==> config.mk <==
export PLATFORM = sky130hd
export DESIGN_NAME = seq_mul_add
export DESIGN_NICKNAME = d
export VERILOG_FILES = /design/src/rtl/seq_mul_pkg.sv /design/src/rtl/seq_mul_ctrl.sv /design/src/rtl/seq_mul_addsub.sv /design/src/rtl/seq_mul_dpath.sv /design/src/rtl/seq_mul_add.sv
export SDC_FILE = /design/constraint.sdc
export NUM_CORES = 1
export LEC_CHECK = 0
export ABC_AREA = 1
export CAP_MARGIN = 10
export CELL_PAD_IN_SITES_DETAIL_PLACEMENT = 2
export CELL_PAD_IN_SITES_GLOBAL_PLACEMENT = 2
export CORE_ASPECT_RATIO = 1.25
export CORE_MARGIN = 2
export CORE_UTILIZATION = 30
export CTS_CLUSTER_SIZE = 8
export DETAILED_ROUTE_END_ITERATION = 10
export GPL_TIMING_DRIVEN = 0
export PLACE_DENSITY_LB_ADDON = 0.1
export SLEW_MARGIN = 20
export SYNTH_ARGS = -nofsm -noshare
export SYNTH_HDL_FRONTEND = slang
export SYNTH_SLANG_ARGS = --single-unit
==> constraint.sdc <==
create_clock -name clk_i -period 5.1 [get_ports clk_i]
set_clock_uncertainty 0.05 [all_clocks]
set_input_delay 1.02 -clock clk_i [delete_from_list [all_inputs] [get_ports clk_i]]
set_output_delay 1.02 -clock clk_i [all_outputs]
set_load 0.01 [all_outputs]
==> src/rtl/seq_mul_pkg.sv <==
package seq_mul_pkg;
  typedef enum logic {
    MODE_UNSIGNED = 1'b0,
    MODE_SIGNED   = 1'b1
  } mul_mode_e;

  typedef enum logic {
    ST_IDLE = 1'b0,
    ST_RUN  = 1'b1
  } mul_state_e;
endpackage

==> src/rtl/seq_mul_ctrl.sv <==
module seq_mul_ctrl
  import seq_mul_pkg::*;
#(
  parameter int unsigned WIDTH = 16
) (
  input  logic clk_i,
  input  logic rst_ni,
  input  logic start_i,
  output logic busy_o,
  output logic load_o,
  output logic step_o,
  output logic last_o,
  output logic done_o
);
  localparam int unsigned CW = (WIDTH > 1) ? $clog2(WIDTH) : 1;
  localparam logic [CW-1:0] LAST_IDX = CW'(WIDTH - 1);

  mul_state_e    state_q;
  logic [CW-1:0] cnt_q;
  logic          done_q;

  assign busy_o = (state_q == ST_RUN);
  assign load_o = (state_q == ST_IDLE) && start_i;
  assign step_o = busy_o;
  assign last_o = busy_o && (cnt_q == LAST_IDX);
  assign done_o = done_q;

  always_ff @(posedge clk_i or negedge rst_ni) begin
    if (!rst_ni) begin
      state_q <= ST_IDLE;
      cnt_q   <= '0;
      done_q  <= 1'b0;
    end else begin
      done_q <= last_o;
      if (load_o) begin
        state_q <= ST_RUN;
        cnt_q   <= '0;
      end else if (step_o) begin
        if (last_o) begin
          state_q <= ST_IDLE;
          cnt_q   <= '0;
        end else begin
          cnt_q <= cnt_q + 1'b1;
        end
      end
    end
  end
endmodule

==> src/rtl/seq_mul_addsub.sv <==
module seq_mul_addsub
  import seq_mul_pkg::*;
#(
  parameter int unsigned WIDTH = 16
) (
  input  logic [WIDTH-1:0] acc_hi_i,
  input  logic [WIDTH-1:0] mcand_i,
  input  mul_mode_e        mode_i,
  input  logic             bit_i,
  input  logic             neg_i,
  output logic [WIDTH:0]   sum_o
);
  logic           sx;
  logic [WIDTH:0] hi_x;
  logic [WIDTH:0] op_x;

  assign sx   = (mode_i == MODE_SIGNED);
  // one guard bit: zero for unsigned, sign copy for signed
  assign hi_x = {sx & acc_hi_i[WIDTH-1], acc_hi_i};
  assign op_x = bit_i ? {sx & mcand_i[WIDTH-1], mcand_i} : '0;

  always_comb begin
    if (neg_i) sum_o = hi_x - op_x;
    else       sum_o = hi_x + op_x;
  end
endmodule

==> src/rtl/seq_mul_dpath.sv <==
module seq_mul_dpath
  import seq_mul_pkg::*;
#(
  parameter int unsigned WIDTH = 16
) (
  input  logic               clk_i,
  input  logic               rst_ni,
  input  logic               load_i,
  input  logic               step_i,
  input  logic               last_i,
  input  mul_mode_e          mode_i,
  input  logic [WIDTH-1:0]   a_i,
  input  logic [WIDTH-1:0]   x_i,
  input  logic [WIDTH-1:0]   y_i,
  output logic [2*WIDTH-1:0] acc_nxt_o
);
  localparam int unsigned PW = 2 * WIDTH;

  mul_mode_e        mode_q;
  logic [WIDTH-1:0] mcand_q;
  logic [WIDTH-1:0] hi_q;
  logic [WIDTH-1:0] lo_q;
  logic [WIDTH:0]   sum;
  logic             neg;
  logic [PW-1:0]    acc_nxt;

  // top multiplier bit has negative weight in signed mode
  assign neg = last_i && (mode_q == MODE_SIGNED) && lo_q[0];

  seq_mul_addsub #(.WIDTH(WIDTH)) addsub_i (
    .acc_hi_i (hi_q),
    .mcand_i  (mcand_q),
    .mode_i   (mode_q),
    .bit_i    (lo_q[0]),
    .neg_i    (neg),
    .sum_o    (sum)
  );

  assign acc_nxt   = {sum, lo_q[WIDTH-1:1]};
  assign acc_nxt_o = acc_nxt;

  always_ff @(posedge clk_i or negedge rst_ni) begin
    if (!rst_ni) begin
      mode_q  <= MODE_UNSIGNED;
      mcand_q <= '0;
      hi_q    <= '0;
      lo_q    <= '0;
    end else if (load_i) begin
      mode_q  <= mode_i;
      mcand_q <= a_i;
      hi_q    <= y_i;
      lo_q    <= x_i;
    end else if (step_i) begin
      hi_q <= acc_nxt[PW-1:WIDTH];
      lo_q <= acc_nxt[WIDTH-1:0];
    end
  end
endmodule

==> src/rtl/seq_mul_add.sv <==
module seq_mul_add
  import seq_mul_pkg::*;
#(
  parameter int unsigned WIDTH = 16
) (
  input  logic               clk_i,
  input  logic               rst_ni,
  input  logic               start_i,
  input  logic               mode_i,
  input  logic [WIDTH-1:0]   a_i,
  input  logic [WIDTH-1:0]   x_i,
  input  logic [WIDTH-1:0]   y_i,
  output logic               busy_o,
  output logic               done_o,
  output logic [2*WIDTH-1:0] prod_o
);
  localparam int unsigned PW = 2 * WIDTH;

  logic          load;
  logic          step;
  logic          last;
  logic [PW-1:0] acc_nxt;
  logic [PW-1:0] prod_q;

  seq_mul_ctrl #(.WIDTH(WIDTH)) ctrl_i (
    .clk_i   (clk_i),
    .rst_ni  (rst_ni),
    .start_i (start_i),
    .busy_o  (busy_o),
    .load_o  (load),
    .step_o  (step),
    .last_o  (last),
    .done_o  (done_o)
  );

  seq_mul_dpath #(.WIDTH(WIDTH)) dpath_i (
    .clk_i     (clk_i),
    .rst_ni    (rst_ni),
    .load_i    (load),
    .step_i    (step),
    .last_i    (last),
    .mode_i    (mul_mode_e'(mode_i)),
    .a_i       (a_i),
    .x_i       (x_i),
    .y_i       (y_i),
    .acc_nxt_o (acc_nxt)
  );

  always_ff @(posedge clk_i or negedge rst_ni) begin
    if (!rst_ni)   prod_q <= '0;
    else if (last) prod_q <= acc_nxt;
  end

  assign prod_o = prod_q;
endmodule

## Yosys cells after proc, flatten, opt, wreduce, memory -nomap -nowiden

Cells that the tools add are included.

- Bitwise logic cells: 3
- Add/sub/neg operators: 3
- Mux-type cells: 12
- Equality and inequality tests: 1
- Reductions and logical operators: 5

Operator list:

| cell | number |
|---|---|
| two-way mux 16 bit | 4 |
| two-way mux 17 bit | 2 |
| adder 17 bit | 1 |
| subtractor 17 bit | 1 |
| two-way mux 4 bit | 3 |
| adder 4 x 1 -> 4 bit, second input constant | 1 |
| equality test 4 bit, second input constant | 1 |
| logical AND 1 bit | 4 |
| two-way mux 1 bit | 3 |
| bitwise AND 1 bit | 2 |
| nonzero test 2 bit | 1 |
| inverter 1 bit | 1 |

- Input bits: 52
- Register bits after elaboration: 87
- Output and inout bits: 34
- Logic and storage cells: 32

## Logic depth before layout (Yosys ltp)

- Depth in word-level cells: 7
- Depth in mapped cells: 23
- Depth with buffers taken out: 22

## Cells and area by module

From an unflattened synthesis, not the netlist that was laid out.

- Cells, all modules: 699
- Area, all modules: 5315.1 µm²

By module, submodules not included:

| module | cells an instance | area an instance (µm²) | instances | seq. area each (µm²) |
|---|---|---|---|---|
| seq_mul_dpath | 264 | 2242.2 | 1 | 1226.2 |
| seq_mul_addsub | 267 | 1496.4 | 1 | 0.0 |
| seq_mul_add | 136 | 1292.5 | 1 | 800.8 |
| seq_mul_ctrl | 32 | 284.0 | 1 | 150.1 |

## Worst setup path before layout

No wires, ideal clock.

- Path type: register to register
- From: register ctrl_i.cnt_q[0]
- To: register prod_q[23] (netlist: prod_o[23])
- Path buffers: 1
- Arrival: 2.459 ns
- Clock period less this slack: 2.643 ns
- Path slack: 2.457 ns
- Stages on the path, launching flop included: 17
- Required time: 4.917 ns
- Path through: dfrtp_1 > ha_1 > nand3_2 > nor2_4 > nand3_4 > buf_2 > o21ai_2 > xor2_1 > inv_1 > ha_1 > nand2_1 > inv_1 > a21oi_1 > nand2_1 > or2_2 > nand3_1 > o21ai_0

- Cells in the longest elaborated chain, start to end: 5

RTL lines:

| what | RTL line | text |
|---|---|---|
| from (decl) | seq_mul_ctrl.sv:19 | `logic [CW-1:0] cnt_q;` |
| from (signal assigned) | seq_mul_ctrl.sv:43 | `cnt_q <= cnt_q + 1'b1;` |
| equality test 4 bit (*) | seq_mul_ctrl.sv:25 | `assign last_o = busy_o && (cnt_q == LAST_IDX);` |
| logical AND 1 bit (*) | seq_mul_ctrl.sv:25 |  |
| logical AND 1 bit (2 in a row) | seq_mul_dpath.sv:28 | `assign neg = last_i && (mode_q == MODE_SIGNED) && lo_q[0];` |
| two-way mux 17 bit | seq_mul_addsub.sv:23 | `if (neg_i) sum_o = hi_x - op_x;` |
| to (signal assigned) | seq_mul_add.sv:51 | `else if (last) prod_q <= acc_nxt;` |
| to (decl) | seq_mul_add.sv:23 | `logic [PW-1:0] prod_q;` |

Mark *: on every way between the ends. The rest lies on a longest branch, timed or not.
A chain may end at the register's enable or synchronous reset.

## Worst setup path in the final report

- From: register ctrl_i.cnt_q[0]
- To: register prod_q[31] (netlist: prod_o[31])

Same word-level chain as after synthesis.

==> impl_metrics.ini <==
[status]
status = completed

[clock_network]
clockBufferDepth = 2
clk_transition_reported_paths_ns = 0.08
clk_latency_ns = 0.35
clock_sinks = 87
numCtsBuffers = 9
postCtsHoldBufs = 0
cts_post_setup_buffers_inserted = 0
post_cts_resized = 0
htree_levels = 3
clock_tree_from_tritoncts = done
cts_root_buf = sky130_fd_sc_hd__clkbuf_16

[yosys]
syn_inst = 657
synth_sequential_area_ratio = 0.4401
synth_seq_cells = 87
yosys.area_share.adder = 0.04957
fraction_of_the_mapped_netlist_area_in_simple_logic_gates = 0.3247
synth.yosys.warnings = 0
synthMuxAreaShare = 0
synth_xor_xnor_area_share = 0.03364
synth_largest_area_cell = sky130_fd_sc_hd__dfrtp_1
count_of_flip_flops_with_a_built_in_enable_after_synthesis = 0
share_of_synthesized_registers_carrying_an_async_set_or_reset = 1.000
synthTopCellsByArea = sky130_fd_sc_hd__dfrtp_1, sky130_fd_sc_hd__nand2_1, sky130_fd_sc_hd__nand3_1, sky130_fd_sc_hd__ha_1, sky130_fd_sc_hd__inv_1
area_fraction_of_the_dominant_cell_type_after_synthesis = 0.4401
synth.distinct_cells = 39
synthFlopType = sky130_fd_sc_hd__dfrtp_1
combinational_family_with_the_most_area_after_synthesis = simple AND/OR/NAND/NOR gates
synthesis.area_sq_um = 4947
avgSynthCellArea_sq_um = 7.530
syn_nets = 728
synth_compound_gate_area_share = 0.08270

[die]
coreArea_sq_um = 16200
placement_rows = 52
chipHeight_um = 147.6
chip_width_um = 118.9
initial_core_util = 0.3054
die-area_sq_um = 17540
io_pins = 86

[finish]
antennaDiodeCount = 0
area_delta_synth_final_pct = 28.86
filler_cell_count = 1882
post_route_cells_drive_above_1_share = 0.07246
most_common_cell_after_layout_fill_and_taps_aside = sky130_fd_sc_hd__nand2_1
finalNetCount = 825
most-common-layout-cells = sky130_fd_sc_hd__nand2_1, sky130_fd_sc_hd__dfrtp_1, sky130_fd_sc_hd__clkdlybuf4s50_1

[detailed_routing]
average_wire_per_standard_cell_um = 17.58
initialDrtViolationCount = 119
drt_drc_violations_left = 0
route.antenna.remaining_nets = 0
vias_per_cell = 4.851
route.vias.total = 4730
detail_route.wirelength_um = 17150
firstDrtPassIters = 4

[setup_path]
crit_fanout = 10
worstSetupPathType = flip-flop to flip-flop
worst_ep_required_time_ns = 5.29
worstPathArrival_ns = 3.48
critical_path.startpoint_type = flip-flop
critical_path.endpoint_type = flip-flop

[global_routing]
grt_first_pass_wirelength_um = 28190
antenna_found_initial = 0
grt_pass1_vias = 5364
remaining_global_route_overflow = 0
globalRouteTotalUtil = 0.2054
grt_max_degree = 46

[sta]
final.period_utilization = 0.6455
slew_viol_final = 0
timing.final.crit_period_ns = 3.292
max_freq_ghz = 0.3038
rsz0062_at_grt = no
setup_viol = 0
timing.setup.tns_ns = 0
maxSlewHeadroom = 0.4795
tightestPinTransition_ns = 0.7808
final_hold_viol_count = 0
final.hold.worst_slack_ns = 0.4278

[placed_design]
place.port_buffers = 85
detailedPlacementHpwl_um = 13150
globalplace.congestion = 0.8218

[worst_hold_path]
tightest_hold_check_type = flip-flop to flip-flop

[job]
max_capacitance_violation_count = 0
registers in the layout, indices dropped and copies added, names as in the netlist:
signal and count:
prod_o 32, ctrl_i.cnt_q 4, ctrl_i.done_o 1, dpath_i.mcand_q 16, dpath_i.hi_q 16, dpath_i.lo_q 16, dpath_i.mode_q 1, ctrl_i.busy_o 1
worst paths after layout:
kind                       slack, ns  depth (start not counted)                      startpoint                         endpoint
hold / removal                  0.43                          2  dpath_i.mcand_q[0]$_DFFE_PN0P_   dpath_i.mcand_q[0]$_DFFE_PN0P_
hold reg to reg                 0.43                          2  dpath_i.mcand_q[0]$_DFFE_PN0P_   dpath_i.mcand_q[0]$_DFFE_PN0P_
setup / recovery                1.81                         18     ctrl_i.cnt_q[0]$_DFFE_PN0P_           prod_o[31]$_DFFE_PN0P_
setup reg to reg                1.81                         18     ctrl_i.cnt_q[0]$_DFFE_PN0P_           prod_o[31]$_DFFE_PN0P_
max in group asynchronous       3.87                          2                          rst_ni  dpath_i.mcand_q[15]$_DFFE_PN0P_
min in group asynchronous       0.54                          1                          rst_ni           prod_o[19]$_DFFE_PN0P_
metrics by stage:
stage               instances  area (sq um)  utilization  setup slack, ns
detailed placement        959          6097       0.3764            1.777
floorplan                 657          4947            -            2.457
CTS                       975          6375       0.3935            1.746
finish                    975          6375       0.3935            1.808
global route              975          6375       0.3935            1.512
global placement          958          6068       0.3746          -0.4287
worst max-delay path, cell delays in order (launching register included):
cell and delay, ns:
sky130_fd_sc_hd__dfrtp_1 0.41, sky130_fd_sc_hd__ha_1 0.20, sky130_fd_sc_hd__nand3_2 0.18, sky130_fd_sc_hd__nor2_4 0.24, sky130_fd_sc_hd__nand3_4 0.14, sky130_fd_sc_hd__buf_2 0.22, sky130_fd_sc_hd__o21ai_2 0.08, sky130_fd_sc_hd__xor2_1 0.15
sky130_fd_sc_hd__inv_1 0.09, sky130_fd_sc_hd__ha_1 0.35, sky130_fd_sc_hd__nand2_1 0.16, sky130_fd_sc_hd__nor2_1 0.15, sky130_fd_sc_hd__nand3_1 0.13, sky130_fd_sc_hd__nand2_1 0.18, sky130_fd_sc_hd__nand2_1 0.07, sky130_fd_sc_hd__nand2_1 0.10
sky130_fd_sc_hd__nand3_1 0.11, sky130_fd_sc_hd__nand3_1 0.11, sky130_fd_sc_hd__nand2_1 0.05
synthesized netlist by cell type, types with 2 or more instances:
cell                       instances
sky130_fd_sc_hd__nand2_4           3
sky130_fd_sc_hd__nand2_1         270
sky130_fd_sc_hd__nand4_1           2
sky130_fd_sc_hd__nand3_1          51
sky130_fd_sc_hd__nand3b_1          4
sky130_fd_sc_hd__ha_1             18
sky130_fd_sc_hd__nor2_2            5
sky130_fd_sc_hd__o21ai_0          32
sky130_fd_sc_hd__inv_1            56
sky130_fd_sc_hd__dfrtp_1          87
sky130_fd_sc_hd__nor2_4            3
sky130_fd_sc_hd__xor2_1           14
sky130_fd_sc_hd__o21ai_1           5
sky130_fd_sc_hd__nor2_1           26
sky130_fd_sc_hd__nand3_2           4
sky130_fd_sc_hd__a31oi_1           2
sky130_fd_sc_hd__buf_6             2
sky130_fd_sc_hd__nand2_2           2
sky130_fd_sc_hd__buf_2             7
sky130_fd_sc_hd__clkbuf_1         12
sky130_fd_sc_hd__nor3_1            2
sky130_fd_sc_hd__a22o_1            5
sky130_fd_sc_hd__xnor2_1           5
sky130_fd_sc_hd__inv_2             7
sky130_fd_sc_hd__a21oi_1          18
sky130_fd_sc_hd__o211ai_1          2
metal layers:
layer,vias to the layer above,GRT usage,share of wire
li1,2269,-,-
met2,65,0.3905,0.54
met3,13,0.02932,0.024
met5,-,0,0
met4,0,0.04583,0.011
met1,2383,0.2426,0.42
cell type report:
| cell class | instances | area [sq um] | share of cell area |
|---|---|---|---|
| timing repair buffer | 86 | 879.6 | 0.1380 |
| clock buffer | 10 | 229.0 | 0.03592 |
| tap | 216 | 270.3 | 0.04239 |
| multi-input combinational | 485 | 2427 | 0.3808 |
| buffer | 22 | 106.4 | 0.01668 |
| clock inverter | 6 | 48.80 | 0.007655 |
| sequential | 87 | 2177 | 0.3415 |
| inverter | 63 | 236.5 | 0.03710 |
kinds of logic (layout without fill, tap and decap cells):
kind of cell               after synthesis  count (layout)
xor gates and xnor gates                19              19
adders and majority gates               19              19
buffers and inverters                   85             187
DFF                                     87              87
AOI/OAI and AO/OA                       71              71
and+or+nand+nor                        376             376
Power is left out: the tool's default activity adds up to more than one toggle a clock period on the data nets, which glitch-free logic cannot reach.
